==> config.mk <==
export PLATFORM = sky130hd
export DESIGN_NAME = serial_adc_ctrl
export DESIGN_NICKNAME = d
export VERILOG_FILES = /design/src/rtl/adc_seq_pkg.sv /design/src/rtl/adc_sync_edge.sv /design/src/rtl/adc_cs_qual.sv /design/src/rtl/adc_sar_core.sv /design/src/rtl/serial_adc_ctrl.sv
export SDC_FILE = /design/constraint.sdc
export NUM_CORES = 1
export LEC_CHECK = 0
export ABC_AREA = 1
export BUFFER_PORTS_ARGS = -buffer_cell sky130_fd_sc_hd__buf_4
export CAP_MARGIN = 0
export CORE_AREA = 2 2 86 88
export CTS_CLUSTER_SIZE = 12
export DETAILED_ROUTE_END_ITERATION = 10
export DIE_AREA = 0 0 88 90
export GPL_TIMING_DRIVEN = 0
export PLACE_DENSITY_LB_ADDON = 0.1
export SETUP_SLACK_MARGIN = 0.3
export SLEW_MARGIN = 20
export SYNTH_ARGS = -nofsm -noshare
export SYNTH_HDL_FRONTEND = slang
export SYNTH_SLANG_ARGS = --single-unit
export TNS_END_PERCENT = 5
==> constraint.sdc <==
create_clock -name clk -period 3.1 [get_ports clk]
set_clock_uncertainty 0.05 [all_clocks]
set_input_delay 0.31 -clock clk [delete_from_list [all_inputs] [get_ports clk]]
set_output_delay 0.31 -clock clk [all_outputs]
set_load 0.05 [all_outputs]
==> src/rtl/adc_seq_pkg.sv <==
package adc_seq_pkg;
  typedef enum logic [1:0] {
    PH_IDLE = 2'd0,
    PH_HOLD = 2'd1,
    PH_CONV = 2'd2
  } phase_e;
endpackage

==> src/rtl/adc_sync_edge.sv <==
// Multi-stage synchroniser with falling-edge detect on the synchronised level.
module adc_sync_edge #(
  parameter int   STAGES  = 2,
  parameter logic RST_VAL = 1'b0
) (
  input  logic clk,
  input  logic rst_n,
  input  logic async_i,
  output logic level_o,
  output logic fall_o
);
  logic [STAGES-1:0] chain_q;
  logic              last_q;

  always_ff @(posedge clk or negedge rst_n) begin
    if (!rst_n) begin
      chain_q <= {STAGES{RST_VAL}};
      last_q  <= RST_VAL;
    end else begin
      chain_q <= {chain_q[STAGES-2:0], async_i};
      last_q  <= chain_q[STAGES-1];
    end
  end

  assign level_o = chain_q[STAGES-1];
  assign fall_o  = last_q & ~chain_q[STAGES-1];
endmodule

==> src/rtl/adc_cs_qual.sv <==
// Select qualifier: synchronised select must stay low QUAL cycles in a row.
module adc_cs_qual #(
  parameter int QUAL = 3
) (
  input  logic clk,
  input  logic rst_n,
  input  logic cs_lvl_i,
  output logic act_o,
  output logic recog_o
);
  localparam int QW = $clog2(QUAL + 1);

  logic [QW-1:0] cnt_q, cnt_d;

  always_comb begin
    cnt_d = cnt_q;
    if (cs_lvl_i)
      cnt_d = '0;
    else if (cnt_q != QW'(QUAL))
      cnt_d = cnt_q + 1'b1;
  end

  always_ff @(posedge clk or negedge rst_n) begin
    if (!rst_n) cnt_q <= '0;
    else        cnt_q <= cnt_d;
  end

  assign act_o   = (cnt_q == QW'(QUAL));
  assign recog_o = ~cs_lvl_i & (cnt_q == QW'(QUAL - 1));
endmodule

==> src/rtl/adc_sar_core.sv <==
// Hold / convert timing and successive-approximation register.
module adc_sar_core
  import adc_seq_pkg::*;
#(
  parameter int W    = 8,
  parameter int HOLD = 4,
  parameter int STEP = 4
) (
  input  logic         clk,
  input  logic         rst_n,
  input  logic         start_i,
  input  logic         abort_i,
  input  logic         cmp_i,
  output logic         hold_o,
  output logic         conv_o,
  output logic [W-1:0] trial_o,
  output logic [W-1:0] res_o,
  output logic [W-1:0] new_res_o,
  output logic         done_o
);
  localparam int TMAX = (HOLD > STEP) ? HOLD : STEP;
  localparam int TW   = $clog2(TMAX + 1);
  localparam int BW   = (W > 1) ? $clog2(W) : 1;

  phase_e         ph_q, ph_d;
  logic [TW-1:0]  tcnt_q, tcnt_d;
  logic [BW-1:0]  bidx_q, bidx_d;
  logic [W-1:0]   sar_q, sar_d, sar_dec;
  logic [W-1:0]   res_q, res_d;
  logic           done;

  // Decision at the end of a step: keep or clear the trial bit, set the next.
  always_comb begin
    sar_dec = sar_q;
    if (!cmp_i) sar_dec[bidx_q] = 1'b0;
    if (bidx_q != '0) sar_dec[bidx_q - 1'b1] = 1'b1;
  end

  always_comb begin
    ph_d   = ph_q;
    tcnt_d = tcnt_q;
    bidx_d = bidx_q;
    sar_d  = sar_q;
    res_d  = res_q;
    done   = 1'b0;
    if (abort_i) begin
      ph_d   = PH_IDLE;
      tcnt_d = '0;
    end else if (start_i) begin
      ph_d   = PH_HOLD;
      tcnt_d = '0;
    end else begin
      unique case (ph_q)
        PH_HOLD: begin
          if (tcnt_q == TW'(HOLD - 1)) begin
            ph_d   = PH_CONV;
            tcnt_d = '0;
            bidx_d = BW'(W - 1);
            sar_d  = {1'b1, {(W-1){1'b0}}};
          end else begin
            tcnt_d = tcnt_q + 1'b1;
          end
        end
        PH_CONV: begin
          if (tcnt_q == TW'(STEP - 1)) begin
            tcnt_d = '0;
            sar_d  = sar_dec;
            if (bidx_q == '0) begin
              done  = 1'b1;
              res_d = sar_dec;
              ph_d  = PH_IDLE;
            end else begin
              bidx_d = bidx_q - 1'b1;
            end
          end else begin
            tcnt_d = tcnt_q + 1'b1;
          end
        end
        default: ;
      endcase
    end
  end

  always_ff @(posedge clk or negedge rst_n) begin
    if (!rst_n) begin
      ph_q   <= PH_IDLE;
      tcnt_q <= '0;
      bidx_q <= '0;
      sar_q  <= '0;
      res_q  <= '0;
    end else begin
      ph_q   <= ph_d;
      tcnt_q <= tcnt_d;
      bidx_q <= bidx_d;
      sar_q  <= sar_d;
      if (done) res_q <= res_d;
    end
  end

  assign hold_o    = (ph_q == PH_HOLD);
  assign conv_o    = (ph_q == PH_CONV);
  assign trial_o   = sar_q;
  assign res_o     = res_q;
  assign new_res_o = sar_dec;
  assign done_o    = done;
endmodule

==> src/rtl/serial_adc_ctrl.sv <==
module serial_adc_ctrl #(
  parameter int WIDTH       = 8,
  parameter int HOLD_CYC    = 4,
  parameter int STEP_CYC    = 4,
  parameter int CS_QUAL     = 3,
  parameter int SYNC_STAGES = 2
) (
  input  logic             clk,
  input  logic             rst_n,
  input  logic             cs_n_in,
  input  logic             sclk_in,
  input  logic             cmp_in,
  output logic             dout_o,
  output logic             dout_oe_o,
  output logic             sample_o,
  output logic             hold_o,
  output logic             convert_o,
  output logic [WIDTH-1:0] trial_o
);
  localparam int SAMPLE_EDGE = WIDTH / 2;
  localparam int EW          = $clog2(WIDTH);

  logic             cs_lvl, cs_fall_unused;
  logic             sclk_lvl, sclk_fall;
  logic             cs_act, cs_recog;
  logic             fall_ok, conv_start, conv_done;
  logic [WIDTH-1:0] res_q, new_res;

  logic [WIDTH-1:0] shreg_q, shreg_d;
  logic [EW-1:0]    ecnt_q, ecnt_d;
  logic             samp_q, samp_d;

  adc_sync_edge #(.STAGES(SYNC_STAGES), .RST_VAL(1'b1)) u_cs_sync (
    .clk(clk), .rst_n(rst_n), .async_i(cs_n_in),
    .level_o(cs_lvl), .fall_o(cs_fall_unused)
  );

  adc_sync_edge #(.STAGES(SYNC_STAGES), .RST_VAL(1'b0)) u_sclk_sync (
    .clk(clk), .rst_n(rst_n), .async_i(sclk_in),
    .level_o(sclk_lvl), .fall_o(sclk_fall)
  );

  adc_cs_qual #(.QUAL(CS_QUAL)) u_qual (
    .clk(clk), .rst_n(rst_n), .cs_lvl_i(cs_lvl),
    .act_o(cs_act), .recog_o(cs_recog)
  );

  assign fall_ok    = sclk_fall & cs_act & ~cs_lvl;
  assign conv_start = fall_ok & (ecnt_q == EW'(WIDTH - 1));

  adc_sar_core #(.W(WIDTH), .HOLD(HOLD_CYC), .STEP(STEP_CYC)) u_core (
    .clk(clk), .rst_n(rst_n),
    .start_i(conv_start), .abort_i(cs_recog), .cmp_i(cmp_in),
    .hold_o(hold_o), .conv_o(convert_o), .trial_o(trial_o),
    .res_o(res_q), .new_res_o(new_res), .done_o(conv_done)
  );

  // Output shifter and access edge counter.
  always_comb begin
    shreg_d = shreg_q;
    ecnt_d  = ecnt_q;
    samp_d  = samp_q;
    if (cs_recog) begin
      shreg_d = res_q;
      ecnt_d  = '0;
      samp_d  = 1'b0;
    end else if (!cs_act) begin
      ecnt_d = '0;
      samp_d = 1'b0;
    end else if (fall_ok) begin
      if (ecnt_q == EW'(WIDTH - 1)) begin
        ecnt_d  = '0;
        samp_d  = 1'b0;
        shreg_d = res_q;
      end else begin
        ecnt_d  = ecnt_q + 1'b1;
        shreg_d = {shreg_q[WIDTH-2:0], 1'b0};
        if (ecnt_q == EW'(SAMPLE_EDGE - 1)) samp_d = 1'b1;
      end
    end else if (conv_done && ecnt_q == '0) begin
      shreg_d = new_res;
    end
  end

  always_ff @(posedge clk or negedge rst_n) begin
    if (!rst_n) begin
      shreg_q <= '0;
      ecnt_q  <= '0;
      samp_q  <= 1'b0;
    end else begin
      shreg_q <= shreg_d;
      ecnt_q  <= ecnt_d;
      samp_q  <= samp_d;
    end
  end

  assign dout_o    = shreg_q[WIDTH-1];
  assign dout_oe_o = cs_act & ~cs_n_in;
  assign sample_o  = samp_q;
endmodule

Word level (Yosys, flattened, before mapping)
Cells that the tools add are included.
{"block": "word_totals", "wordCells": 113, "regBits": 43, "out_inout_bits": 13, "input_bits": 5}
{"block": "op_classes", "addsub": 4, "mux": 44, "order_cmp": 4, "reduce_logical": 19, "n_bitwise": 14, "n_eq_ne": 16}
{"op": "two-way mux 8 bit", "count": 9}
{"op": "two-way mux 3 bit", "count": 11}
{"op": "inequality test 4 x 1 -> 1 bit, second input constant", "count": 4}
{"op": "one-hot mux 8 bit (2 select lines)", "count": 1}
{"op": "two-way mux 2 bit", "count": 7}
{"op": "two-way mux 1 bit", "count": 12}
{"op": "AND reduction 6 bit", "count": 2}
{"op": "nonzero test 3 bit", "count": 3}
{"op": "bitwise AND 8 bit", "count": 1}
{"op": "less-than comparator 3 x 4 -> 1 bit, second input constant", "count": 2}
{"op": "NOT 8 bit", "count": 1}
{"op": "bitwise OR 8 bit", "count": 1}
{"op": "adder 3 x 1 -> 3 bit, second input constant", "count": 2}
{"op": "bitwise AND 1 bit", "count": 6}
{"op": "demux 1 bit (select 3 bit)", "count": 2}
{"op": "== test 2 bit, second input constant", "count": 3}
{"op": "== test 3 x 2 -> 1 bit, second input constant", "count": 2}
{"op": "greater-or-equal comparator 3 x 1 -> 1 bit, second input constant", "count": 2}
{"op": "zero test 3 bit", "count": 2}
{"op": "one-hot mux 3 bit (2 select lines)", "count": 1}
{"op": "nonzero test 2 bit", "count": 3}
{"op": "NOT 1 bit", "count": 5}
{"op": "AND reduction 5 bit", "count": 1}
{"op": "inequality test 2 x 1 -> 1 bit, second input constant", "count": 2}
{"op": "other kinds (12)", "count": 16}

Longest topological paths before layout
Gate-level depths: netlist of run 1.
{"block": "depth", "word_depth": 13, "mapped_depth": 11, "ltp_nobuf": 11}

Modules after synthesis
A second synthesis of run 1 with hierarchy kept.
{"block": "unflattened", "cells_unflattened": 329, "area_unflattened_um2": 2471.1}
{"mod": "adc_sar_core", "area_per_inst_um2": 1273.7, "n_inst": 1, "seq_area_each_um2": 600.6, "cells_per_inst": 167}
{"mod": "serial_adc_ctrl", "area_per_inst_um2": 898.4, "n_inst": 1, "seq_area_each_um2": 300.3, "cells_per_inst": 136}
{"mod": "adc_cs_qual", "area_per_inst_um2": 125.1, "n_inst": 1, "seq_area_each_um2": 50.0, "cells_per_inst": 16}
{"mod": "adc_sync_edge (u_cs_sync)", "area_per_inst_um2": 88.8, "n_inst": 1, "seq_area_each_um2": 78.8, "cells_per_inst": 5}
{"mod": "adc_sync_edge (u_sclk_sync)", "area_per_inst_um2": 85.1, "n_inst": 1, "seq_area_each_um2": 75.1, "cells_per_inst": 5}

Worst setup path after synthesis of run 1
No wires, ideal clock.
{"block": "synth_timing", "kind": "register to register", "start": "register u_core.ph_q[0]", "end": "register u_core.res_q[0] (netlist: u_core.res_o[0])", "synth_period_minus_slack_ps": 1839, "t_arrival_ps": 1669, "setup_time_ps": 121, "stages_incl_launch_ff": 7, "setup_slack_ps": 1261, "path_buffers": 1, "t_required_ps": 2929, "path_cell_list": "dfrtp_1 inv_1 ha_1 nand3_2 nor3_4 buf_6 o21ai_1"}
{"block": "synth_between", "elab_chain_cells": 5}
{"element": "from (decl)", "line": "adc_sar_core.sv:25", "source": "phase_e ph_q, ph_d;"}
{"element": "from (signal assigned)", "line": "adc_sar_core.sv:92", "source": "ph_q <= ph_d;"}
{"element": "== test 2 bit (*)"}
{"element": "net convert_o", "line": "serial_adc_ctrl.sv:17", "source": "output logic convert_o,"}
{"element": "two-way mux 1 bit", "line": "adc_sar_core.sv:53", "source": "unique case (ph_q)"}
{"element": "two-way mux 1 bit", "line": "adc_sar_core.sv:49", "source": "end else if (start_i) begin"}
{"element": "two-way mux 1 bit", "line": "adc_sar_core.sv:46", "source": "if (abort_i) begin"}
{"element": "AND reduction 6 bit (no line) (*)"}
{"element": "to (signal assigned)", "line": "adc_sar_core.sv:96", "source": "if (done) res_q <= res_d;"}
{"element": "to (decl)", "line": "adc_sar_core.sv:29", "source": "logic [W-1:0] res_q, res_d;"}
Mark *: on every way through the listed nets, which the timed path passes. The rest lies on a longest branch.
A chain may end at the register's enable or synchronous reset.

Final worst setup path of run 1
{"block": "layout_timing", "start": "register ecnt_q[0]", "end": "register u_core.res_q[6] (netlist: u_core.res_o[6])"}
{"block": "layout_between", "elab_chain_cells": 5, "word_cells_on_any_way": 6, "classes_between": "eq/ne: 1; mux: 2; bitwise: 2; reduce/logical: 1"}
{"element": "from (decl)", "line": "serial_adc_ctrl.sv:30", "source": "logic [EW-1:0] ecnt_q, ecnt_d;"}
{"element": "from (signal assigned)", "line": "serial_adc_ctrl.sv:92", "source": "ecnt_q <= ecnt_d;"}
{"element": "== test 3 bit (*)", "line": "serial_adc_ctrl.sv:49", "source": "assign conv_start = fall_ok & (ecnt_q == EW'(WIDTH - 1));"}
{"element": "bitwise AND 1 bit (*)", "line": "serial_adc_ctrl.sv:49"}
{"element": "two-way mux 1 bit", "line": "adc_sar_core.sv:49"}
{"element": "two-way mux 1 bit", "line": "adc_sar_core.sv:46"}
{"element": "AND reduction 6 bit (no line) (*)"}
Every way passes the cells marked *; elsewhere a longest branch is shown, timed or not.

==> out/results.txt, run 1 <==
Register bit count reported by yosys: 43. Worst slew margin relative to its limit: 0.636. For the pin with the worst max-slew slack, the measured transition is 546 ps. Max-slew violation count: 0. The tools report the worst hold path startpoint as sclk_in. The initialized floorplan defines 31 standard-cell rows. Dominant delay contributor by cell family on the critical path: simple AND/OR/NAND/NOR gates. Clock latency on the worst-skew pair, taken at its later pin, is 310 ps. The signal on the critical path passes through ha_1, ha_1, buf_2, nand3_4, nand2_4, nor3_4, buf_6, nand2_2, o21ai_2. Summed over all nets, the half-perimeter wirelength after detailed placement is 3860 um.

Measured along the x axis, the die boundary spans 88 um. The logs give 0.448 for the part of the Yosys area used for sequential elements and 0.343 for the initial core utilization. Dividing total power by cell area gives a power density of 502 mW/mm^2. Number of nets in the synthesized netlist: 314. Fraction of layout instances using a drive strength above 1: 0.176.

After synthesis, the cell types taking the most area are dfrtp_1 43%, nand2_1 14%, nand3_1 6.9%. In the final layout, the multi-input gates occupy 0.00112 sq mm. The flow ran to the end, and the final reports show no timing, DRC or antenna violations. The critical path in this run is classified as flip-flop to flip-flop. The tools report the startpoint of the worst setup timing path as ecnt_q[0]$_DFFE_PN0P_.

On the final layout, the worst hold slack is 61.9 ps. The run gives 0 as the number of nets still failing antenna checks after routing. The tools report the post-cts hold buffer count as 1. Type of element launching the critical path: a flip-flop. Across all layers, the routed design uses 1901 vias. The total detailed-routing wirelength came out at 5220 um. The sum of negative setup slack came out at 0 ps. Pin placement for this block handled 18 I/O pins.

Global route total overflow: 0. In this run, placement finished with an instance count of 414. Timing analysis after detailed placement gives a worst setup slack of 1180 ps. The post-synthesis cell area is 0.00241 sq mm. The tree is rooted in a clkbuf_8.

Dominant cell type by area after synthesis: dfrtp_1. The cell area after layout is 0.00280 sq mm. TritonCTS built the clock tree. The top achievable clock speed is 0.525 GHz. The critical path's largest stage delay is 390 ps. Number of cells in the finished layout apart from fillers: 423. The slowest stage of the critical path is the dfrtp_1 cell. The quantity of gates resized following cts came out at 0. For the total DRC errors in the routed layout, the log shows 0. The pre-antenna-repair detailed-routing pass consisted of 4 iterations. In the final layout, flip-flops and latches occupy 0.00108 sq mm.

Max-cap violations in this run came to 0. The Yosys step of the flow raised 0 warnings. By instance count, the cell type seen most on the critical path is ha_1. The worst path needs 1900 ps of the cycle, external delays included. The congestion estimate from routability-driven global placement came to 0.831. The die is 90 um tall. Summed over all cells, the static leakage comes to 1.32 nW. Entering global routing, the biggest net connects 44 pins. The run gives 2 as the buffer depth of the longest clock path.

Setup violations remaining at the end of the flow were counted as 0. The tools report the placed cell area as 0.00266 sq mm. The share of the core filled with cells was 0.399; the overall power of the completed layout was 1.41 mW. The class of the worst hold path is input pin to flip-flop.

The most used flip-flop cell after synthesis is dfrtp_1. The detail-routed via count per cell is 4.49. The H-tree generated during clock tree synthesis spans 2 levels. The tools report the start of the worst register-to-register path as ecnt_q[0]$_DFFE_PN0P_.

The net total in the final layout was 339; the clock-pin slew of the registers on the worst-case setup and hold paths was 90 ps. The run gives 0 as the initial antenna violation count. The tree built by TritonCTS fans out to 43 sinks. In this run the post-CTS setup repair buffer count came out at 0.

In this run, synthesis inferred 0 flip-flops with an integrated enable. The first-pass GRT wire length was 9380 um; the sum of buffers and inverters on the critical path was 2. The area share of the largest cell type after synthesis is 0.426. Number of global-route vias before repair: 1953. The floorplan die area is 0.00792 sq mm.

In this run the tool buffered the top-level ports with 17 buffer cells. The first routing iteration left 104 violations. In this run, CTS created clock tree buffers numbering 5. The tools report the antenna diode instance count as 0.

Type of destination of the critical path: a flip-flop. The final routed wire length divided by cell count is 12.3 um. From synthesis to final layout, the design area changed by 16.5%.

The share of synthesized registers carrying an async set or reset was 1.00; the post-synthesis instance total was 298. Fraction of the cycle the final worst path needs: 0.614. Synthesis instantiated 33 different standard cells from the library.

The slack of the critical path was 1200 ps; the arrival time at the worst endpoint was 2090 ps. Setup repair after global routing left no endpoint under its margin. Across the VDD grid, the largest voltage drop is 0.314 mV. For the critical path required time, the log shows 3280 ps.

The total global routing track utilization was 0.149. The synthesized area per cell works out to 8.07 sq um. The core region is 0.00702 sq mm.

The tools report the number of fillers in the final layout as 723. Total count of hold-check failures in the final report: 0. Largest fanout on the critical path: 10.
## worst paths after layout
kind                                                     to  slack (ps)  cells after the start
max reg2reg                     u_core.res_o[6]$_DFFE_PN0P_        1200                      9
min                        u_sclk_sync.chain_q[0]$_DFF_PN0_          60                      1
max                             u_core.res_o[6]$_DFFE_PN0P_        1200                      9
min reg2reg                u_sclk_sync.chain_q[1]$_DFF_PN0_         300                      0
max in group asynchronous            shreg_q[4]$_DFFE_PN0P_        2140                      2
min in group asynchronous      u_core.tcnt_q[0]$_DFFE_PN0P_         480                      2
## final cells by class
class / instances / share of cell area
multi-input cells: 207 / 0.398
flip-flops and latches: 43 / 0.385
inverters: 42 / 0.0571
repair buffers: 18 / 0.0491
well taps: 99 / 0.0442
clock buffers: 5 / 0.0245
clock inverters: 3 / 0.0241
plain buffers: 6 / 0.0178
## cells by family (layout without fill, tap and decap cells)
family / Yosys count / count (layout) / synth area share
flops: 43 / 43 / 0.448
buf+inv: 48 / 74 / 0.0874
compound gates: 44 / 44 / 0.104
simple gates: 152 / 152 / 0.303
fa+ha+maj: 11 / 11 / 0.0572
## where the power goes
group / total, mW / switching (mW) / internal (mW) / leakage, nW
Clock: 0.540 / 0.218 / 0.322 / 0.0644
Combinational: 0.212 / 0.134 / 0.0779 / 0.777
Sequential: 0.656 / 0.0325 / 0.624 / 0.481
Total: 1.41 / 0.384 / 1.02 / 1.32
## cell usage in the layout (no fill, tap or decap), types with 5 or more instances in the layout
master,count
o21ai_0,17
buf_4,18
nand2_2,5
o21ai_1,14
nand3_1,33
nor2_1,12
nand2_1,89
inv_1,36
clkbuf_8,5
ha_1,11
dfrtp_1,41
## registers in the layout, indices dropped and copies added, names as in the netlist
signal,count
u_core.trial_o,8
shreg_q,8
u_qual.cnt_q,2
ecnt_q,3
u_sclk_sync.last_q,1
u_core.ph_q,2
u_core.bidx_q,3
u_core.res_o,8
u_cs_sync.chain_q,2
sample_o,1
u_sclk_sync.chain_q,2
u_core.tcnt_q,3
## synthesized netlist by cell type, types with 3 or more instances
master and count:
buf_6 3, ha_1 11, inv_2 4, nand2_1 89, nand2_2 5, a21oi_1 4, o21ai_0 17, inv_1 36
nand3_1 33, dfrtp_1 41, o21ai_1 14, nor2_1 12
## routing by layer
| metal | GRT usage | up-vias | routed length [um] |
|---|---|---|---|
| met5 | 0 | - | 0 |
| met4 | 0.0449 | 0 | 51 |
| met3 | 0.0331 | 4 | 133 |
| met2 | 0.230 | 22 | 2360 |
| met1 | 0.207 | 875 | 2670 |
| li1 | - | 1000 | - |
## worst register-to-register path: stages, from the launching register on
cell     delay, ps
dfrtp_1        390
ha_1           220
ha_1           170
buf_2          180
nand3_4        130
nand2_4        100
nor3_4         280
buf_6          210
nand2_2         60
o21ai_2         50
No activity file was read; power rests on OpenSTA's default activity.
==> inputs of run 2 (changes only) <==
Clock period 3.1 ns to 1.6 ns, I/O delays scaled along.
==> run 2 against run 1 <==
  * The run now ends with negative setup slack left
  * Sequential power up 95%
  * Combinational power increased by 120%
  * Flip-flop and latch count unchanged
  * Cell area increased by 13%
  * Sequential share of layout area shrank 4.5 points
  * Register-to-register slack got worse by 1300 ps
  * Critical path depth is 1 higher
  * Clock power grew 57%
  * Utilization grew 5.3 points
  * Hold slack improved by 250 ps
  * Maximum frequency up 8.8%
  * Non-clock buffer count grew 19
  * Critical path type unchanged
==> out/results.txt, run 2 (synthesized netlist as in run 1, its figures left out) <==
The HPWL reported at the end of detailed placement was 3860 um (about the same). The tools report the combinational power share as 0.179 (was 0.150). The worst slew margin relative to its limit was 0.577 (was 0.636).

Largest fanout on the critical path: 5 (was 10). The post-synthesis to final-layout area growth works out to 32.0% (was 16.5%). The reported net switching power is 0.734 mW (was 0.384 mW), and the global route total overflow is 0 (unchanged). The buffer depth of the longest clock path is 2 (unchanged).

Actual transition at the worst max-transition pin: 635 ps (was 546 ps). The total detailed-routing wirelength came out at 5600 um (was 5220 um). The number of iterations in the first detailed-routing pass came out at 5 (was 4). The number of fillers in the final layout was 700 (was 723). The critical path class was flip-flop to flip-flop (unchanged). The number of instances in the placed design was 414 (unchanged). Clock root buffer: clkbuf_8 (unchanged). The net total in the final layout came out at 360 (was 339).

The via count is 2070 (was 1901). Setup repair after global routing could not meet its margin everywhere. The proportion of power drawn by flip-flops and latches is 0.494 (was 0.466).

The leakage component of the power came out at 1.45 nW (was 1.32 nW). The detail-routed via count per cell is 4.66 (was 4.49). The vertical die dimension came out at 90 um (unchanged).

For the reported max-cap violation count, the log shows 0 (unchanged). The most crowded layer after global routing was met2 (unchanged). The final reports fail on negative setup slack.

The number of cells in the finished layout apart from fillers was 444 (was 423). For the number of endpoints failing setup at the final stage, the log shows 28 (was 0). The run gives 0.243 (was 0.230) as the met2 track demand over resource in global routing.

The number of global-route vias before repair is 1995 (was 1953). The first-pass GRT wire length was 9440 um (was 9380 um). The core outline area was 0.00702 sq mm (unchanged); the number of nets still failing antenna checks after routing was 0 (unchanged). The total count of hold-check failures in the final report was 0 (unchanged).

The horizontal extent of the die came out at 88 um (unchanged). Internal power summed over all cells: 1.86 mW (was 1.02 mW). The critical path required time came out at 1800 ps (was 3280 ps).

The run finished, with violations left. The final routed wire length divided by cell count came out at 12.6 um (was 12.3 um). The type of destination of the critical path is a flip-flop (unchanged). The logs give 0.196 (was 0.207) for the met1 usage and 2 (unchanged) for the CTS H-tree depth. The total number of clock tree sinks was 43 (unchanged); the fraction of layout instances using a drive strength above 1 was 0.301 (was 0.176). The met3 global-route usage is 0.0312 (was 0.0331), and the count of pins on the block boundary is 18 (unchanged). Row count: 31 (unchanged). The class of the worst hold path was flip-flop to flip-flop (was input pin to flip-flop). Commonest cells after routing, fill and taps aside: 85 x nand2_1, 40 x dfrtp_1, 31 x inv_1 (was 89 x nand2_1, 41 x dfrtp_1, 36 x inv_1).

The ratio of total power to cell area works out to 817 mW/mm^2 (was 502 mW/mm^2). The arrival time at the worst endpoint is 1950 ps (was 2090 ps), and the maximum vdd drop is 0.672 mV (was 0.314 mV). The final weighted congestion in routability-driven placement was 0.816 (was 0.831). TritonCTS built the clock tree. The top achievable clock speed was 0.571 GHz (was 0.525 GHz). The total global routing track utilization is 0.148 (was 0.149), and the total CTS buffers is 5 (unchanged). The time the final worst path needs with I/O delays and setup works out to 1750 ps (was 1900 ps).

The antenna diode instance count is 0 (unchanged), and the clock share of power is 0.327 (was 0.383). The initial core utilization came out at 0.343 (unchanged). Floorplan die area: 0.00792 sq mm (unchanged). Total DRC errors in the routed layout: 0 (unchanged). The tools report the initial antenna violation count as 0 (unchanged). The max-slew violation count is 0 (unchanged).

The area used by multi-input combinational logic came out at 0.00129 sq mm (was 0.00112 sq mm). The clock-pin slew of the registers on the worst-case setup and hold paths was 90 ps (about the same). The total of buffers placed on input and output ports works out to 17 (unchanged). For the overall power of the completed layout, the log shows 2.59 mW (was 1.41 mW).

The switching part of the total power works out to 0.283 (was 0.273). The slack of the critical path was -151 ps (was 1200 ps). Sequential cell area: 0.00108 sq mm (about the same).

The clock latency of the later-clocked register in the worst-skew pair is 300 ps (was 310 ps), and the pin count of the biggest net entering global routing is 44 (unchanged). The type of element launching the critical path is a flip-flop (unchanged). The most common cell after layout, fill and taps aside is nand2_1 (unchanged). The DRC marker count from the first detailed-route iteration is 77 (was 104), and the fraction of the cycle the final worst path needs is 1.09 (was 0.614).
run 2: per-stage QoR:
stage                     instance area [sq um]  setup WS (ps)  utilization  hold slack (ps)  TNS, ps
after detailed placement                   2680           -255        0.382              155    -5960
final                                      3180           -151        0.452              309    -2060
after floorplan                            2430          -86.6            -             -186    -1520
after global placement                     2680           -246        0.382              151    -5610
after CTS                                  3040           -142        0.432              311    -2450
after global routing                       3180           -233        0.452              315    -4730
run 2: power groups by stage:
stage	Clock (mW)	Sequential [mW]	Combinational, mW
after floorplan	0	1.33	0.259
after global placement	0	1.29	0.411
after CTS	0.879	1.27	0.449
final	0.848	1.28	0.464
after detailed placement	0	1.29	0.416
after global routing	0.925	1.30	0.537
run 2: repair_timing:
item / 4_1_cts / 5_1_grt
cloned: 2 / 0
gates resized for setup: 22 / 29
hold buffers: 3 / 0
pin swaps: 8 / 12
buffers inserted: 13 / 4
setup endpoints to repair: 39 / 39
hold endpoints to repair: 43 / 0
run 2: critical path, cell delays in order (launching register included):
cell,delay [ps]
dfrtp_1,410
inv_2,80
ha_4,180
or2_1,230
nand2_2,80
nand2_2,70
nor2_4,220
buf_6,140
buf_6,100
nand3_2,60
nand2_1,90
run 2: area by class of cell:
| cell class | instances | share of cell area |
|---|---|---|
| buffer | 6 | 0.0213 |
| clock buffer | 7 | 0.0240 |
| clock inverter | 1 | 0.00946 |
| inverter | 42 | 0.0520 |
| multi-input combinational | 208 | 0.406 |
| sequential | 43 | 0.340 |
| tap | 99 | 0.0390 |
| timing repair buffer | 37 | 0.106 |
| timing repair inverter | 1 | 0.00236 |
run 2: worst paths after layout:
check / startpoint / endpoint / slack [ps] / depth (start not counted)
setup / recovery: u_core.ph_q[0]$_DFFE_PN0P_ / u_core.trial_o[2]$_DFFE_PN0P_ / -150 / 10
hold / removal: u_cs_sync.chain_q[0]$_DFF_PN1_ / u_cs_sync.chain_q[1]$_DFF_PN1_ / 310 / 0
setup reg to reg: u_core.ph_q[0]$_DFFE_PN0P_ / u_core.trial_o[2]$_DFFE_PN0P_ / -150 / 10
hold reg to reg: u_cs_sync.chain_q[0]$_DFF_PN1_ / u_cs_sync.chain_q[1]$_DFF_PN1_ / 310 / 0
max in group asynchronous: rst_n / u_core.bidx_q[0]$_DFFE_PN0P_ / 750 / 2
min in group asynchronous: rst_n / u_core.trial_o[4]$_DFFE_PN0P_ / 340 / 2
run 2: routing by layer:
| layer | part of all wire | vias up | wire length, um |
|---|---|---|---|
| met5 | 0 | - | 0 |
| met4 | 0.011 | 0 | 59 |
| met3 | 0.031 | 6 | 173 |
| met2 | 0.48 | 25 | 2670 |
| met1 | 0.48 | 984 | 2690 |
| li1 | - | 1055 | - |
